<file path="src/rtl/latched_piso_pkg.sv">
package latched_piso_pkg;

    typedef enum logic {
        MODE_LOAD  = 1'b0,
        MODE_SHIFT = 1'b1
    } sr_mode_e;

    localparam int STROBE_COUNT = 2;
    localparam int STB_CAP      = 0;
    localparam int STB_SHIFT    = 1;

endpackage

</file>
<file path="src/rtl/strobe_edge_sync.sv">
module strobe_edge_sync #(
    parameter int STAGES = 2
) (
    input  logic clk,
    input  logic rst_n,
    input  logic strobe_i,
    output logic pulse_o
);
    typedef struct packed {
        logic [STAGES-1:0] chain;
        logic              prev;
    } sync_t;

    sync_t st_d, st_q;

    always_comb begin
        st_d       = st_q;
        st_d.chain = {st_q.chain[STAGES-2:0], strobe_i};
        st_d.prev  = st_q.chain[STAGES-1];
    end

    always_ff @(posedge clk or negedge rst_n) begin
        if (!rst_n) st_q <= '0;
        else        st_q <= st_d;
    end

    assign pulse_o = st_q.chain[STAGES-1] & ~st_q.prev;
endmodule

</file>
<file path="src/rtl/hold_register.sv">
module hold_register #(
    parameter int WIDTH = 8
) (
    input  logic             clk,
    input  logic             rst_n,
    input  logic             cap_en,
    input  logic [WIDTH-1:0] data_i,
    output logic [WIDTH-1:0] next_o,
    output logic [WIDTH-1:0] q_o
);
    logic [WIDTH-1:0] hold_d, hold_q;

    always_comb begin
        hold_d = cap_en ? data_i : hold_q;
    end

    always_ff @(posedge clk or negedge rst_n) begin
        if (!rst_n) hold_q <= '0;
        else        hold_q <= hold_d;
    end

    assign next_o = hold_d;
    assign q_o    = hold_q;
endmodule

</file>
<file path="src/rtl/shift_stage_chain.sv">
module shift_stage_chain
    import latched_piso_pkg::*;
#(
    parameter int WIDTH = 8
) (
    input  logic             clk,
    input  logic             rst_n,
    input  sr_mode_e         mode,
    input  logic             shift_en,
    input  logic [WIDTH-1:0] load_i,
    input  logic             ser_i,
    output logic [WIDTH-1:0] stages_o
);
    logic [WIDTH-1:0] sr_d, sr_q;

    always_comb begin
        sr_d = sr_q;
        if (mode == MODE_LOAD)
            sr_d = load_i;
        else if (shift_en)
            sr_d = {sr_q[WIDTH-2:0], ser_i};
    end

    always_ff @(posedge clk or negedge rst_n) begin
        if (!rst_n) sr_q <= '0;
        else        sr_q <= sr_d;
    end

    assign stages_o = sr_q;
endmodule

</file>
<file path="src/rtl/latched_piso.sv">
module latched_piso
    import latched_piso_pkg::*;
#(
    parameter int WIDTH       = 8,
    parameter int SYNC_STAGES = 2
) (
    input  logic             clk,
    input  logic             por_n,
    input  logic             sr_clr_n,
    input  logic             cap_strobe,
    input  logic             shift_strobe,
    input  logic             shift_mode,
    input  logic [WIDTH-1:0] par_in,
    input  logic             ser_in,
    output logic             ser_out
);
    localparam int MSB = WIDTH - 1;

    logic [STROBE_COUNT-1:0] strobes;
    logic [STROBE_COUNT-1:0] pulses;
    logic                    ld_pulse;
    logic                    sh_pulse;
    logic [WIDTH-1:0]        lat_next;
    logic [WIDTH-1:0]        lat_q;
    logic [WIDTH-1:0]        sr_q;
    logic                    sr_rst_n;
    sr_mode_e                mode;

    assign strobes[STB_CAP]   = cap_strobe;
    assign strobes[STB_SHIFT] = shift_strobe;

    for (genvar g = 0; g < STROBE_COUNT; g++) begin : g_sync
        strobe_edge_sync #(.STAGES(SYNC_STAGES)) u_sync (
            .clk      (clk),
            .rst_n    (por_n),
            .strobe_i (strobes[g]),
            .pulse_o  (pulses[g])
        );
    end

    assign ld_pulse = pulses[STB_CAP];
    assign sh_pulse = pulses[STB_SHIFT];
    assign sr_rst_n = por_n & sr_clr_n;
    assign mode     = shift_mode ? MODE_SHIFT : MODE_LOAD;

    hold_register #(.WIDTH(WIDTH)) u_hold (
        .clk    (clk),
        .rst_n  (por_n),
        .cap_en (ld_pulse),
        .data_i (par_in),
        .next_o (lat_next),
        .q_o    (lat_q)
    );

    shift_stage_chain #(.WIDTH(WIDTH)) u_chain (
        .clk      (clk),
        .rst_n    (sr_rst_n),
        .mode     (mode),
        .shift_en (sh_pulse),
        .load_i   (lat_next),
        .ser_i    (ser_in),
        .stages_o (sr_q)
    );

    assign ser_out = sr_q[MSB];
endmodule

</file>
<file path="config.mk">
export PLATFORM = sky130hd
export DESIGN_NAME = latched_piso
export DESIGN_NICKNAME = d
export VERILOG_FILES = /design/src/rtl/latched_piso_pkg.sv /design/src/rtl/strobe_edge_sync.sv /design/src/rtl/hold_register.sv /design/src/rtl/shift_stage_chain.sv /design/src/rtl/latched_piso.sv
export SDC_FILE = /design/constraint.sdc
export NUM_CORES = 1
export LEC_CHECK = 0
export CORE_MARGIN = 4
export CORE_UTILIZATION = 40
export DETAILED_ROUTE_END_ITERATION = 10
export DONT_BUFFER_PORTS = 1
export SYNTH_ARGS = -nofsm -noshare
export SYNTH_HDL_FRONTEND = slang
export SYNTH_HIERARCHICAL = 1
export SYNTH_SLANG_ARGS = --single-unit
export TNS_END_PERCENT = 50
</file>
<file path="constraint.sdc">
create_clock -name clk -period 1.7 [get_ports clk]
set_clock_uncertainty 0.1 [all_clocks]
set_input_delay 0.34 -clock clk [delete_from_list [all_inputs] [get_ports clk]]
set_output_delay 0.34 -clock clk [all_outputs]
set_load 0.005 [all_outputs]
</file>
==> results of run 1 <==
-- sequential cells by signal (all words and copies together) (netlist names) --
| register | count |
|---|---|
| u_hold/q_o | 8 |
| g_sync.u_sync/st_d | 4 |
| u_chain/stages_o | 8 |
| g_sync.u_sync/st_q | 2 |
-- power by group through the flow --
stage / clock [uW] / sequential [uW] / combinational (uW)
after floorplan: 0 / 619 / 124
after global placement: 0 / 626 / 124
after detailed placement: 0 / 627 / 126
after CTS: 400 / 618 / 143
after global routing: 422 / 625 / 159
final: 393 / 617 / 143
-- layout by cell type, fill, tap and decap left out --
master	n
mux2i_1	8
a21oi_2	1
bufinv_16	1
and2_1	1
dfrtp_1	22
dlygate4sd3_1	6
nor2b_4	2
nor2_1	8
a21oi_1	7
clkbuf_4	3
mux2_4	8
-- final cells by class --
cell class                      count  area, sq um
Clock buffer                        3        22.52
Multi-Input combinational cell     35        307.8
Tap cell                           27        33.78
Clock inverter                      1        30.03
Timing Repair Buffer                6        60.06
Sequential cell                    22        550.5
Fill cell                         184         1037
-- cells in the mapped netlist, drive strengths merged --
| master | n |
|---|---|
| mux2 | 8 |
| and2 | 1 |
| mux2i | 8 |
| dfrtp | 22 |
| buf | 4 |
| nor2b | 2 |
| a21oi | 8 |
| nor2 | 8 |
-- path summary, 6_finish.rpt --
| kind | from | to | slack (ps) | depth (start not counted) |
|---|---|---|---|---|
| worst min register to register | g_sync[1].u_sync/st_d[2] | g_sync[1].u_sync/st_d[0] | 270 | 0 |
| max in group asynchronous | por_n | u_chain/stages_o[5] | 330 | 2 |
| worst max register to register | g_sync[0].u_sync/st_q[0] | u_chain/stages_o[7] | 240 | 4 |
| worst min-delay path | shift_mode | u_chain/stages_o[6] | 9 | 1 |
| worst max-delay path | g_sync[0].u_sync/st_q[0] | u_chain/stages_o[7] | 240 | 4 |
| min in group asynchronous | sr_clr_n | u_chain/stages_o[1] | 370 | 2 |
-- what timing repair did --
action | in CTS | in global routing
hold buffers | 5 | 1
hold endpoints to repair | 28 | 1
buffers inserted | 0 | 0
-- logic make-up after synthesis --
logic type | synth area share, %
DFF | 61.20
muxes | 22.25
and+or+nand+nor | 7.094
AOI/OAI and AO/OA | 4.868
buffers and inverters | 4.590
-- per-stage QoR --
stage	std cells	hold slack, ps	area, sq um	utilization (%)
2_1_floorplan	61	-55.59	899.6	-
5_1_grt	94	2.569	1005	49.20
6_report	94	9.411	1005	49.20
3_5_place_dp	84	-55.29	892.1	43.69
4_1_cts	93	4.096	994.7	48.71
3_3_place_gp	84	-55.29	892.1	43.69
-- routing by layer --
metal	vias up	track usage (%)
met2	13	10.98
li1	219	-
met5	-	0
met4	0	5.208
met1	211	14.48
met3	2	2.564
==> impl_metrics.csv, run 1 <==
group,metric,value,unit
drt,dr.pass1.iters,4,
yosys,synth_fp_nets,76,
setup_path,crit_family,"simple AND/OR/NAND/NOR gates",
die,num_io_pins,16,
setup_path,crit_path_end_kind,"flop",
yosys,ys_types,10,
clock_network,cts_tree,"yes",
drt,wl_met1,675,um
sta,tightest_slew,626.2,ps
yosys,synth.top_cell.area_share,61.20,%
placed_design,hpwlAfterDp,908.6,um
setup_path,slowest_stage,"dfrtp_1",
drt,post-route-drc-count,0,
layout,fin_nets,83,
sta,fin_crit,1455,ps
sta,max_slew_margin,58.11,%
power,powerDensity,1148,mW/mm^2
grt,antenna_found_initial,0,
die,coreArea,0.002042,sq mm
setup_path,crit_arrival,1550,ps
power,switching_share,21.10,%
power,power_frac_comb,12.4,%
drt,avgRoutedWirePerCell,14.15,um
die,num_rows,16,
power,seqPwrFrac,53.5,%
power,power,1153,uW
yosys,syn_inst,61,
placed_design,pre_cts_ws,278.3,ps
job,cap_viol_max_count,0,
yosys,yosysTopAreaCell,"dfrtp_1",
clock_network,clock_sinks,22,
setup_path,critPathMaxFanout,8,
sta,setup_viol,0,
drt,highest_layer,"met4",
die,die-area,0.003072,sq mm
die,chipHeight,55.43,um
yosys,avgSynthCellArea,14.75,sq um
setup_path,start_kind,"flop",
drt,via_per_inst,4.734,
grt,grt_pass1_wl,2214,um
setup_path,max_stage_delay,420,ps
yosys,ys_seq_elements,22,
grt,grt_max_degree,16,
layout,area_growth,11.68,%
sta,rsz0062_at_grt,"no",
yosys,ys_warn_count,6,
sta,hold_viol,0,
drt,ant_nets,0,
layout,drive_gt1_share,22.39,%
power,p_switching,243.2,uW
sta,fin_tns_setup,0,ps
power,vdd_drop_max,640.9,uV
sta,layout_setup_ws,244.7,ps
power,leakage,0.0004470,uW
placed_design,gp_congestion,0.6354,
sta,fmax,0.6871,GHz
clock_network,cts_buffer_depth,2,
drt,drtIter0Drc,3,
power,p_clk_share,34.1,%
grt,grt_overflow,0,
clock_network,cts_resized,0,
placed_design,portBuffers,0,
setup_path,critPathKind,"flop to flop",
drt,met2_length,547,um
drt,wl_met3,93,um
die,initial_core_util,44.06,%
grt,grt_use_total,9.256,%
drt,drt_wl_total,1330,um
grt,grt_pass1_vias,460,
setup_path,crit_required,1790,ps
min_path,worstHoldPathType,"primary input to flop",
yosys,netlist_area,899.6,sq um
die,fp.dieW,55.43,um
sta,slew_violations,0,
clock_network,clk_pin_slew,130,ps
clock_network,h-tree-depth,1,
clock_network,cts_buffers,3,
yosys,synthTopCellsByArea,"dfrtp_1 61%, mux2_4 13%, mux2i_1 8.9%, a21oi_1 3.9%, buf_6 3.8%",
yosys,yosysSeqAreaShare,61.20,%
power,internal_power,909.8,uW
drt,vias,445,
layout,diodes,0,
setup_path,path_cells,"nor2b_4 -> mux2_4 -> nor2_1 -> a21oi_1",
sta,finalCritPeriodShare,85.61,%
status,outcome,"finished clean",
clock_network,clock_latency,310,ps
clock_network,clockRootBuffer,"clkbuf_4",
setup_path,worstPathBufferInverterCount,0,
No activity file was read; power rests on OpenSTA's default activity.
==> run 2, diff against run 1 <==
--- a/config.mk
+++ b/config.mk
@@ -5,12 +5,13 @@
 export SDC_FILE = /design/constraint.sdc
 export NUM_CORES = 1
 export LEC_CHECK = 0
+export ABC_AREA = 0
 export CORE_MARGIN = 4
 export CORE_UTILIZATION = 40
+export CTS_CLUSTER_SIZE = 30
 export DETAILED_ROUTE_END_ITERATION = 10
 export DONT_BUFFER_PORTS = 1
 export SYNTH_ARGS = -nofsm -noshare
 export SYNTH_HDL_FRONTEND = slang
-export SYNTH_HIERARCHICAL = 1
 export SYNTH_SLANG_ARGS = --single-unit
 export TNS_END_PERCENT = 50
==> impl_metrics.csv, run 2 <==
group,metric,value,unit
status,outcome,"finished clean",
layout,drive_gt1_share,38.33,%
yosys,ys_warn_count,0,
layout,multi_input_area,341.6,sq um
yosys,ys.flop_type,"dfrtp_1",
layout,seqCellArea,550.5,sq um
layout,nFillCells,199,
power,powerDensity,1049,mW/mm^2
die,die-area,0.003130,sq mm
placed_design,gp_congestion,0.6781,
clock_network,clockRootBuffer,"clkbuf_4",
layout,diodes,0,
sta,rsz0062_at_grt,"no",
grt,grt_use_total,9.995,%
setup_path,critPathKind,"flop to flop",
yosys,ys_seq_elements,22,
setup_path,crit_arrival,1600,ps
yosys,netlist_area,919.6,sq um
sta,tightest_slew,682.3,ps
power,p_clk_share,25.8,%
sta,hold_viol,0,
placed_design,hpwlAfterDp,913.6,um
drt,ant_nets,0,
placed_design,portBuffers,0,
yosys,avgSynthCellArea,16.72,sq um
sta,max_slew_margin,54.36,%
clock_network,postCtsSetupBuffers,0,
clock_network,clk_pin_slew,110,ps
grt,grt_pass1_wl,2408,um
grt,grt_max_degree,16,
yosys,ys_types,13,
grt,antenna_found_initial,0,
yosys,syn_inst,55,
yosys,synth_fp_nets,70,
power,seqPwrFrac,59.2,%
layout,fin_nets,76,
clock_network,clock_sinks,22,
layout,final_core_util,45.80,%
sta,fin_tns_setup,0,ps
die,num_io_pins,16,
drt,via_per_inst,5.080,
die,num_rows,17,
layout,final_cell_mix,"22 x dfrtp_1, 8 x mux2_4, 8 x mux2_2",
setup_path,start_kind,"flop",
die,initial_core_util,41.98,%
die,coreArea,0.002191,sq mm
clock_network,cts_tree,"yes",
sta,slew_violations,0,
power,p_switching,219.9,uW
sta,setup_viol,0,
yosys,synth.top_cell.area_share,59.86,%
drt,post-route-drc-count,0,
grt,grt_overflow,0,
yosys,postSynth.asyncResetShare,100.0,%
setup_path,crit_path_end_kind,"flop",
job,cap_viol_max_count,0,
die,chipHeight,55.95,um
sta,finalCritPeriodShare,88.38,%
clock_network,clock_latency,290,ps
yosys,synth-edff-count,0,
min_path,worstHoldPathType,"primary input to flop",
sta,fmax,0.6656,GHz
die,fp.dieW,55.95,um
grt,grt_pass1_vias,489,
clock_network,h-tree-depth,1,
sta,fin_crit,1502,ps
power,leakage,0.0004430,uW
yosys,yosysSeqAreaShare,59.86,%
power,internal_power,832.5,uW
yosys,netlist_top_cells_count,"22 x dfrtp_1, 8 x mux2_2, 8 x mux2_4",
drt,drt_wl_total,1322,um
layout,area_growth,9.115,%
power,switching_share,20.89,%
layout,final_common_cell,"dfrtp_1",
yosys,synth.most_common_cell,"dfrtp_1",
setup_path,crit_required,1790,ps
drt,drtIter0Drc,4,
power,power_frac_comb,15.1,%
drt,avgRoutedWirePerCell,15.02,um
clock_network,cts_buffers,3,
yosys,synthTopCellsByArea,"dfrtp_1 60%, mux2_4 13%, mux2_2 9.8%, buf_6 2.4%, mux2_1 2.4%",
drt,dr.pass1.iters,4,
clock_network,cts_buffer_depth,2,
drt,vias,447,
setup_path,critPathMaxFanout,11,
power,vdd_drop_max,532.4,uV
yosys,yosysTopAreaCell,"dfrtp_1",
-- run 2: cell count changes after synthesis, sizes merged --
cell    previous run  this run
mux2               8        18
a21oi              8         0
mux2i              8         0
nor2               8         0
nand2b             0         4
nand3b             0         3
o221a              0         3
buf                4         3
nor2b              2         1
-- run 2: cell type report --
class / count / share of cell area (%)
tap: 28 / 3.491
timing repair buffer: 4 / 3.990
multi-input combinational: 30 / 34.04
clock buffer: 4 / 3.616
sequential: 22 / 54.86
-- run 2: power by group through the flow --
stage / clock network [uW] / logic (uW) / registers [uW]
after CTS: 291 / 163 / 623
after floorplan: 0 / 141 / 624
after global routing: 312 / 176 / 634
final: 271 / 159 / 623
after detailed placement: 0 / 147 / 633
after global placement: 0 / 145 / 632
-- run 2: cells by family (layout without fill, tap and decap cells) --
family          count (synthesis)  in the layout  synth area share [%]
compound gates                  3              3                 3.673
buf+inv                         3              8                 2.993
flops                          22             22                 59.86
mux                            18             18                 25.31
simple gates                    9              9                 8.163
-- run 2: repair_timing --
action | in CTS | in global routing
hold buffers | 4 | 0
endpoints found under the hold margin | 24 | 0
resized for setup | 0 | 0
-- run 2: critical path, cell delays in order, from the launching register on --
cell and delay [ps]:
dfrtp_1 420, nor2b_4 260, mux2_2 370, mux2_2 260
-- run 2: path summary, 6_finish.rpt --
| kind | start | to | slack [ps] | cells past startpoint |
|---|---|---|---|---|
| worst min-delay path | shift_mode | u_chain.stages_o[2] | 90 | 1 |
| worst min register to register | g_sync[0].u_sync.st_d[2] | g_sync[0].u_sync.st_d[0] | 260 | 0 |
| worst max register to register | g_sync[1].u_sync.st_q[0] | u_chain.stages_o[1] | 200 | 3 |
| min in group asynchronous | sr_clr_n | u_chain.stages_o[1] | 390 | 2 |
| max in group asynchronous | por_n | u_chain.stages_o[6] | 280 | 2 |
| worst max-delay path | g_sync[1].u_sync.st_q[0] | u_chain.stages_o[1] | 200 | 3 |
-- run 2: per-stage QoR --
stage	hold slack [ps]	area [sq um]	instances	power, uW	setup WS [ps]
2_1_floorplan	-55.59	919.6	55	764.6	285.8
3_5_place_dp	-55.10	927.1	80	780.5	192.9
6_report	91.76	1003	88	1052	197.5
4_1_cts	74.45	1003	88	1077	183.1
5_1_grt	62.08	1003	88	1122	131.5
3_3_place_gp	-55.15	927.1	80	777.1	220.5
-- run 2: layer usage --
layer	wire, um	part of all wire, %	global-route usage [%]	vias to the layer above
li1	-	-	-	204
met3	104	7.9	5.568	2
met5	0	0	0	-
met4	12	0.91	2.034	0
met2	570	43	15.03	14
met1	634	48	12.66	227
